$ cat src/rtl/pagereg_pkg.sv
package pagereg_pkg;

    localparam int DATA_W   = 16;
    localparam int OFF_W    = 12;
    localparam int PORT_W   = 3;
    localparam int NUM_REGS = 9;

    localparam logic [DATA_W-1:0] ID_WORD   = 16'h630E;
    localparam logic [DATA_W-1:0] CTL_WMASK = 16'hFFC0;
    localparam logic [3:0]        PTR_TAG   = 4'h3;

    typedef enum logic [PORT_W-1:0] {
        PORT_DATA0   = 3'd0,
        PORT_DATA1   = 3'd1,
        PORT_TXCMD   = 3'd2,
        PORT_TXLEN   = 3'd3,
        PORT_QUEUE   = 3'd4,
        PORT_PTR     = 3'd5,
        PORT_PDATA   = 3'd6,
        PORT_PDATAHI = 3'd7
    } port_e;

    typedef enum logic [1:0] {
        ST_IDLE     = 2'd0,
        ST_RD_RESP  = 2'd1,
        ST_WR_APPLY = 2'd2
    } acc_state_e;

    typedef struct packed {
        logic [OFF_W-1:0]  offset;
        logic [DATA_W-1:0] wmask;
        logic [DATA_W-1:0] fixed;
    } page_entry_t;

    // Register number reported in bits 5:0 of control and status words
    function automatic logic [DATA_W-1:0] reg_number(logic [OFF_W-1:0] off);
        logic [7:0] low;
        low = off[7:0];
        if (low < 8'h20)
            return {8'h00, low + 8'h01};
        else
            return {8'h00, low - 8'h20};
    endfunction

    function automatic page_entry_t page_entry(int idx, logic [DATA_W-1:0] product);
        page_entry_t e;
        case (idx)
            0:       e = '{offset: 12'h000, wmask: '0, fixed: ID_WORD};
            1:       e = '{offset: 12'h002, wmask: '0, fixed: product};
            2:       e = '{offset: 12'h102, wmask: CTL_WMASK, fixed: reg_number(12'h102)};
            3:       e = '{offset: 12'h104, wmask: CTL_WMASK, fixed: reg_number(12'h104)};
            4:       e = '{offset: 12'h106, wmask: CTL_WMASK, fixed: reg_number(12'h106)};
            5:       e = '{offset: 12'h10A, wmask: CTL_WMASK, fixed: reg_number(12'h10A)};
            6:       e = '{offset: 12'h112, wmask: CTL_WMASK, fixed: reg_number(12'h112)};
            7:       e = '{offset: 12'h116, wmask: CTL_WMASK, fixed: reg_number(12'h116)};
            default: e = '{offset: 12'h138, wmask: '0, fixed: reg_number(12'h138)};
        endcase
        return e;
    endfunction

endpackage

$ cat src/rtl/pagereg_pointer.sv
module pagereg_pointer
    import pagereg_pkg::*;
(
    input  logic              clk,
    input  logic              rst_n,
    input  logic              wr_en,
    input  logic [DATA_W-1:0] wr_data,
    output logic [OFF_W-1:0]  offset,
    output logic [DATA_W-1:0] readback
);
    localparam int STORE_W = OFF_W - 1;
    localparam int PAD_W   = DATA_W - OFF_W - 4;

    logic [STORE_W-1:0] word_sel_q;

    always_ff @(posedge clk) begin
        if (!rst_n)
            word_sel_q <= '0;
        else if (wr_en)
            word_sel_q <= wr_data[OFF_W-1:1];
    end

    always_comb begin
        offset = {word_sel_q, 1'b0};
        if (PAD_W > 0)
            readback = {PTR_TAG, {(DATA_W-OFF_W-4){1'b0}} , offset};
        else
            readback = {PTR_TAG, offset};
    end

endmodule

$ cat src/rtl/pagereg_cell.sv
module pagereg_cell
    import pagereg_pkg::*;
#(
    parameter logic [OFF_W-1:0]  OFFSET = '0,
    parameter logic [DATA_W-1:0] WMASK  = '0,
    parameter logic [DATA_W-1:0] FIXED  = '0
) (
    input  logic              clk,
    input  logic              rst_n,
    input  logic              wr_en,
    input  logic [OFF_W-1:0]  wr_off,
    input  logic [DATA_W-1:0] wr_data,
    input  logic [OFF_W-1:0]  rd_off_a,
    input  logic [OFF_W-1:0]  rd_off_b,
    output logic [DATA_W-1:0] rd_data_a,
    output logic [DATA_W-1:0] rd_data_b
);
    logic [DATA_W-1:0] value;

    generate
        if (WMASK != '0) begin : g_writable
            logic [DATA_W-1:0] store_q;
            always_ff @(posedge clk) begin
                if (!rst_n)
                    store_q <= '0;
                else if (wr_en && (wr_off == OFFSET))
                    store_q <= wr_data & WMASK;
            end
            assign value = (store_q & WMASK) | (FIXED & ~WMASK);
        end else begin : g_fixed
            assign value = FIXED;
        end
    endgenerate

    assign rd_data_a = (rd_off_a == OFFSET) ? value : '0;
    assign rd_data_b = (rd_off_b == OFFSET) ? value : '0;

endmodule

$ cat src/rtl/pagereg_file.sv
module pagereg_file
    import pagereg_pkg::*;
#(
    parameter logic [DATA_W-1:0] PRODUCT_CODE = 16'h0A00
) (
    input  logic              clk,
    input  logic              rst_n,
    input  logic              wr_en,
    input  logic [OFF_W-1:0]  wr_off,
    input  logic [DATA_W-1:0] wr_data,
    input  logic [OFF_W-1:0]  rd_off_a,
    input  logic [OFF_W-1:0]  rd_off_b,
    output logic [DATA_W-1:0] rd_data_a,
    output logic [DATA_W-1:0] rd_data_b
);
    logic [DATA_W-1:0] cell_a [NUM_REGS];
    logic [DATA_W-1:0] cell_b [NUM_REGS];

    generate
        for (genvar i = 0; i < NUM_REGS; i++) begin : g_cell
            localparam page_entry_t ENT = page_entry(i, PRODUCT_CODE);
            pagereg_cell #(
                .OFFSET (ENT.offset),
                .WMASK  (ENT.wmask),
                .FIXED  (ENT.fixed)
            ) u_cell (
                .clk       (clk),
                .rst_n     (rst_n),
                .wr_en     (wr_en),
                .wr_off    (wr_off),
                .wr_data   (wr_data),
                .rd_off_a  (rd_off_a),
                .rd_off_b  (rd_off_b),
                .rd_data_a (cell_a[i]),
                .rd_data_b (cell_b[i])
            );
        end
    endgenerate

    // Offsets are unique, so at most one cell drives a non-zero word
    always_comb begin
        rd_data_a = '0;
        rd_data_b = '0;
        for (int i = 0; i < NUM_REGS; i++) begin
            rd_data_a = rd_data_a | cell_a[i];
            rd_data_b = rd_data_b | cell_b[i];
        end
    end

endmodule

$ cat src/rtl/pagereg_port.sv
module pagereg_port
    import pagereg_pkg::*;
#(
    parameter logic [DATA_W-1:0] PRODUCT_CODE = 16'h0A00
) (
    input  logic              clk,
    input  logic              rst_n,
    input  logic              host_req,
    input  logic              host_we,
    input  logic [PORT_W-1:0] host_port,
    input  logic [DATA_W-1:0] host_wdata,
    output logic              host_ready,
    output logic              host_rvalid,
    output logic [DATA_W-1:0] host_rdata
);
    localparam logic [OFF_W-1:0] HI_STEP = OFF_W'(2);

    acc_state_e        state_q, state_d;
    logic              accept;
    port_e             req_port_q;
    logic [DATA_W-1:0] req_wdata_q;
    logic [DATA_W-1:0] rdata_q;
    logic [DATA_W-1:0] txcmd_q, txlen_q;

    logic [OFF_W-1:0]  ptr_off;
    logic [DATA_W-1:0] ptr_readback;
    logic [OFF_W-1:0]  hi_off;
    logic [DATA_W-1:0] page_lo, page_hi;
    logic [DATA_W-1:0] rd_mux;

    logic              ptr_wr, page_wr;
    logic [OFF_W-1:0]  page_wr_off;

    assign accept = host_req && (state_q == ST_IDLE);
    assign hi_off = ptr_off + HI_STEP;

    // State register
    always_ff @(posedge clk) begin
        if (!rst_n)
            state_q <= ST_IDLE;
        else
            state_q <= state_d;
    end

    always_comb begin
        state_d = state_q;
        unique case (state_q)
            ST_IDLE: begin
                if (accept && host_we)
                    state_d = ST_WR_APPLY;   // IDLE_TO_WR
                else if (accept)
                    state_d = ST_RD_RESP;    // IDLE_TO_RD
            end
            ST_RD_RESP:  state_d = ST_IDLE;  // RD_TO_IDLE
            ST_WR_APPLY: state_d = ST_IDLE;  // WR_TO_IDLE
            default:     state_d = ST_IDLE;
        endcase
    end

    // Outputs
    always_comb begin
        host_ready  = (state_q == ST_IDLE);
        host_rvalid = (state_q == ST_RD_RESP);
        host_rdata  = host_rvalid ? rdata_q : '0;
    end

    // Request capture
    always_ff @(posedge clk) begin
        if (!rst_n) begin
            req_port_q  <= PORT_DATA0;
            req_wdata_q <= '0;
            rdata_q     <= '0;
        end else if (accept) begin
            req_port_q  <= port_e'(host_port);
            req_wdata_q <= host_wdata;
            if (!host_we)
                rdata_q <= rd_mux;
        end
    end

    // Read port decode
    always_comb begin
        unique case (port_e'(host_port))
            PORT_TXCMD:   rd_mux = txcmd_q;
            PORT_TXLEN:   rd_mux = txlen_q;
            PORT_PTR:     rd_mux = ptr_readback;
            PORT_PDATA:   rd_mux = page_lo;
            PORT_PDATAHI: rd_mux = page_hi;
            default:      rd_mux = '0;
        endcase
    end

    // Write commit in the apply state
    always_comb begin
        ptr_wr      = 1'b0;
        page_wr     = 1'b0;
        page_wr_off = ptr_off;
        if (state_q == ST_WR_APPLY) begin
            unique case (req_port_q)
                PORT_PTR:     ptr_wr = 1'b1;
                PORT_PDATA:   page_wr = 1'b1;
                PORT_PDATAHI: begin
                    page_wr     = 1'b1;
                    page_wr_off = hi_off;
                end
                default: ;
            endcase
        end
    end

    always_ff @(posedge clk) begin
        if (!rst_n) begin
            txcmd_q <= '0;
            txlen_q <= '0;
        end else if (state_q == ST_WR_APPLY) begin
            if (req_port_q == PORT_TXCMD) txcmd_q <= req_wdata_q;
            if (req_port_q == PORT_TXLEN) txlen_q <= req_wdata_q;
        end
    end

    pagereg_pointer u_ptr (
        .clk      (clk),
        .rst_n    (rst_n),
        .wr_en    (ptr_wr),
        .wr_data  (req_wdata_q),
        .offset   (ptr_off),
        .readback (ptr_readback)
    );

    pagereg_file #(
        .PRODUCT_CODE (PRODUCT_CODE)
    ) u_file (
        .clk       (clk),
        .rst_n     (rst_n),
        .wr_en     (page_wr),
        .wr_off    (page_wr_off),
        .wr_data   (req_wdata_q),
        .rd_off_a  (ptr_off),
        .rd_off_b  (hi_off),
        .rd_data_a (page_lo),
        .rd_data_b (page_hi)
    );

endmodule

$ cat config.mk
export PLATFORM = sky130hd
export DESIGN_NAME = pagereg_port
export DESIGN_NICKNAME = d
export VERILOG_FILES = /design/src/rtl/pagereg_pkg.sv /design/src/rtl/pagereg_pointer.sv /design/src/rtl/pagereg_cell.sv /design/src/rtl/pagereg_file.sv /design/src/rtl/pagereg_port.sv
export SDC_FILE = /design/constraint.sdc
export NUM_CORES = 1
export LEC_CHECK = 0
export BUFFER_PORTS_ARGS = -buffer_cell sky130_fd_sc_hd__buf_2
export CAP_MARGIN = 5
export CORE_MARGIN = 1
export CORE_UTILIZATION = 35
export DETAILED_ROUTE_END_ITERATION = 8
export PLACE_DENSITY_LB_ADDON = 0.2
export RECOVER_POWER = 25
export SYNTH_ARGS = -nofsm -noshare
export SYNTH_HDL_FRONTEND = slang
export SYNTH_SLANG_ARGS = --single-unit
$ cat constraint.sdc
create_clock -name clk -period 2.81 [get_ports clk]
set_input_delay 0.1405 -clock clk [delete_from_list [all_inputs] [get_ports clk]]
set_output_delay 0.1405 -clock clk [all_outputs]
set_load 0.005 [all_outputs]
==> flow_summary.ini <==
[clocking]
cts_tree = built
clock_sinks = 140
cts_buffers = 17
clock_latency_ns = 0.44
htreeDepth = 4
cts.root.buffer_cell = clkbuf_16
cts_buffer_depth = 2
path_clk_slew_ns = 0.06

[floorplan]
die-area_mm2 = 0.02228
die_w_um = 149.3
die-height_um = 149.3
row_count = 53
ios = 41
initial_core_util_pct = 35.88
coreArea_mm2 = 0.02115

[grt]
grt-ovfl-total = 0
grt_pass1_vias = 6403
grt_usage_pct = 23.28
antenna_found_initial = 0
grt_start_max_net_pins = 112
grt_pass1_wl_um = 38620

[logic_synthesis]
synth_ff_type = dfxtp_1
yosysWarnings = 0
syn_inst = 894
yosysUniqueCellTypes = 79
ys_ff_latch = 140
synth_fp_nets = 922
synth_edf_count = 0
synth_seq_area_share_pct = 36.92
syn_area_per_cell_um2 = 8.491
synthArstFlopShare_pct = 0
synth_area_mm2 = 0.007591

[routing]
postRouteAntennaNets = 0
wl_per_cell_um = 20.31
drt_pass1_iterations = 8
drcViolationCount = 0
vias = 6737
viasPerCell = 5.495
finalWirelength_um = 24900
drt-initial-drc-count = 497

[timing]
finalSetupViolations = 0
slew_headroom_pct = 21.33
period_minus_slack_ns = 2.671
max_freq_ghz = 0.3743
fin_skew_ns = 0.02099
report.final.slew_viol_count = 0
finalCritPeriodShare_pct = 95.07
tightest_slew_ns = 1.180
timing.final.ws_setup_ns = 0.1386
hold_violations = 0
fin_setup_tns_ns = 0
rsz0062_at_grt = false

[worst_hold_path]
min_from = host_we
holdCritPathClass = in -> reg
hold_depth = 2

[setup_path]
ff2ff_path_depth = 9
worst_setup_path_start_kind = register
worstPathMaxFanout = 13
endpoint_kind = register
startpoint = u_ptr.word_sel_q[2]
cp.arrival_ns = 3.05
r2r-start = u_ptr.word_sel_q[2]
worstPathRequired_ns = 3.19
worst-setup-path-type = reg -> reg

[finish]
n_antenna_cell = 0
area_growth_pct = 18.02
fin_area_mm2 = 0.008959
multi_input_area_mm2 = 0.004451
final_nets = 966
seq_area_mm2 = 0.002803
post-route-util_pct = 42.35
fillers = 2105
layout-drive-gt1-share_pct = 14.72

[pwr]
net-switching-power_uw = 1111
swShare_pct = 24.25
combPwrFrac_pct = 4.4
clkPwrFrac_pct = 50.8
seqPwrFrac_pct = 44.9
ir_drop_mv = 0.3971
p_leak_uw = 0.003653
p_per_area_mw_per_mm2 = 511.5
power.internal_uw = 3471

[placement]
hpwl_um = 17860
post-place-ws_ns = 0.2058
placed_area_mm2 = 0.008174
port_buffers = 40
gp_congestion = 0.9551

[outcome]
status = complete, no violations

[run]
maxCapViolations = 0
[path summary, 6_finish.rpt]
path / slack (ns) / to
max reg2reg: 0.14 / rdata_q[0]
min reg2reg: 0.46 / txcmd_q[2]
max: 0.14 / rdata_q[0]
min: 0.06 / state_q[1]
[routing by layer]
| layer | global-route usage (%) | part of all wire (%) |
|---|---|---|
| met2 | 35.63 | 44 |
| met3 | 3.853 | 5.6 |
| met1 | 32.49 | 48 |
| met4 | 8.878 | 2.7 |
| met5 | 0 | 0 |
[area by class of cell]
type                       instances  area share, %
clock buffer                      19          5.056
clock inverter                    13          1.732
inverter                           6         0.2514
multi-input combinational        673          49.68
sequential                       140          31.28
tap                              275          3.841
timing repair buffer             100          8.156
[flip-flops by register name, summed over array words and instances, names as in the netlist]
signal and cells:
u_file.g_cell.u_cell.g_writable.store_q 60, req_wdata_q 16, u_ptr.word_sel_q 11, req_port_q 3
state_q 2, txlen_q 16, rdata_q 16, txcmd_q 16
[repair_timing]
action / in CTS / in global routing
endpoints found under the hold margin: 16 / 0
gates resized for setup: 0 / 1
endpoints found under the setup margin: 0 / 1
hold buffers: 16 / 0
buffers inserted: 0 / 1
[synth_stat cells, types with 5 or more instances]
library cell	instances	area share, %
a21boi_0	36	3.6
a21oi_1	17	1.1
a221oi_1	12	1.4
a222oi_1	6	0.79
a22oi_1	25	2.5
and2_1	22	1.8
buf_2	10	0.66
buf_4	5	0.49
clkbuf_1	53	2.6
dfxtp_1	140	37
ha_1	5	0.82
inv_1	6	0.30
mux2_2	5	0.74
mux2i_1	89	12
nand2_1	165	8.2
nand3_1	30	2.0
nor2_1	29	1.4
nor2b_1	70	5.8
nor3_1	8	0.53
o211ai_1	10	0.99
o21ai_0	28	1.8
o21ai_1	5	0.33
o22ai_1	6	0.49
o2bb2ai_1	5	0.58
or3_1	7	0.58
[through the flow]
step                hold slack [ns]  power [uW]  instances
CTS                         0.05202        4620       1225
finish                      0.05696        4582       1226
detailed placement           0.3987        2284       1177
floorplan                    0.2854        2198        894
global route                0.05830        4732       1226
global placement             0.3959        2284       1177
[critical path: stages (launching register included)]
cell and delay [ns]:
dfxtp_1 0.44, buf_4 0.26, nand3_2 0.12, nor3_1 0.44, o221a_2 0.31, a21boi_1 0.36, buf_4 0.27, a21oi_1 0.10
nor2_1 0.15, o211a_1 0.15
[power groups by stage]
stage | clock network [uW] | logic, uW | registers (uW)
floorplan | 0 | 140 | 2060
global placement | 0 | 184 | 2100
detailed placement | 0 | 184 | 2100
CTS | 2360 | 202 | 2050
global route | 2450 | 220 | 2060
finish | 2330 | 199 | 2060
[cells in the final DEF (no fill, tap or decap), types with 4 or more instances in the layout]
master / netlist / final
mux2i_1: 89 / 89
ha_1: 5 / 5
and2_1: 22 / 19
nand3_1: 30 / 30
or3_1: 7 / 7
dfxtp_1: 140 / 140
buf_2: 10 / 38
a22oi_1: 25 / 25
inv_6: 0 / 5
o221ai_1: 4 / 4
nand2_1: 165 / 165
clkbuf_16: 0 / 17
a222oi_1: 6 / 6
nor2_1: 29 / 29
mux2_2: 5 / 5
a221o_1: 4 / 4
a221oi_1: 12 / 12
buf_4: 5 / 38
o211ai_1: 10 / 10
nand4_1: 4 / 4
buf_12: 0 / 4
dlygate4sd3_1: 0 / 16
a31oi_1: 4 / 4
o2bb2ai_1: 5 / 5
a21oi_1: 17 / 17
o21ai_1: 5 / 5
clkbuf_1: 53 / 4
o21ai_0: 28 / 28
o22ai_1: 6 / 6
a21boi_0: 36 / 36
and3_1: 4 / 4
inv_1: 6 / 6
nor3_1: 8 / 7
nor2b_1: 70 / 70
[logic make-up after synthesis]
family / count (synthesis) / share of synthesized area [%]
compound gates: 203 / 20.26
xor+xnor: 6 / 0.6924
fa+ha+maj: 5 / 0.8241
buf+inv: 81 / 4.632
flops: 140 / 36.92
mux: 94 / 12.48
simple gates: 365 / 24.20
No activity file was read; power rests on OpenSTA's default activity.
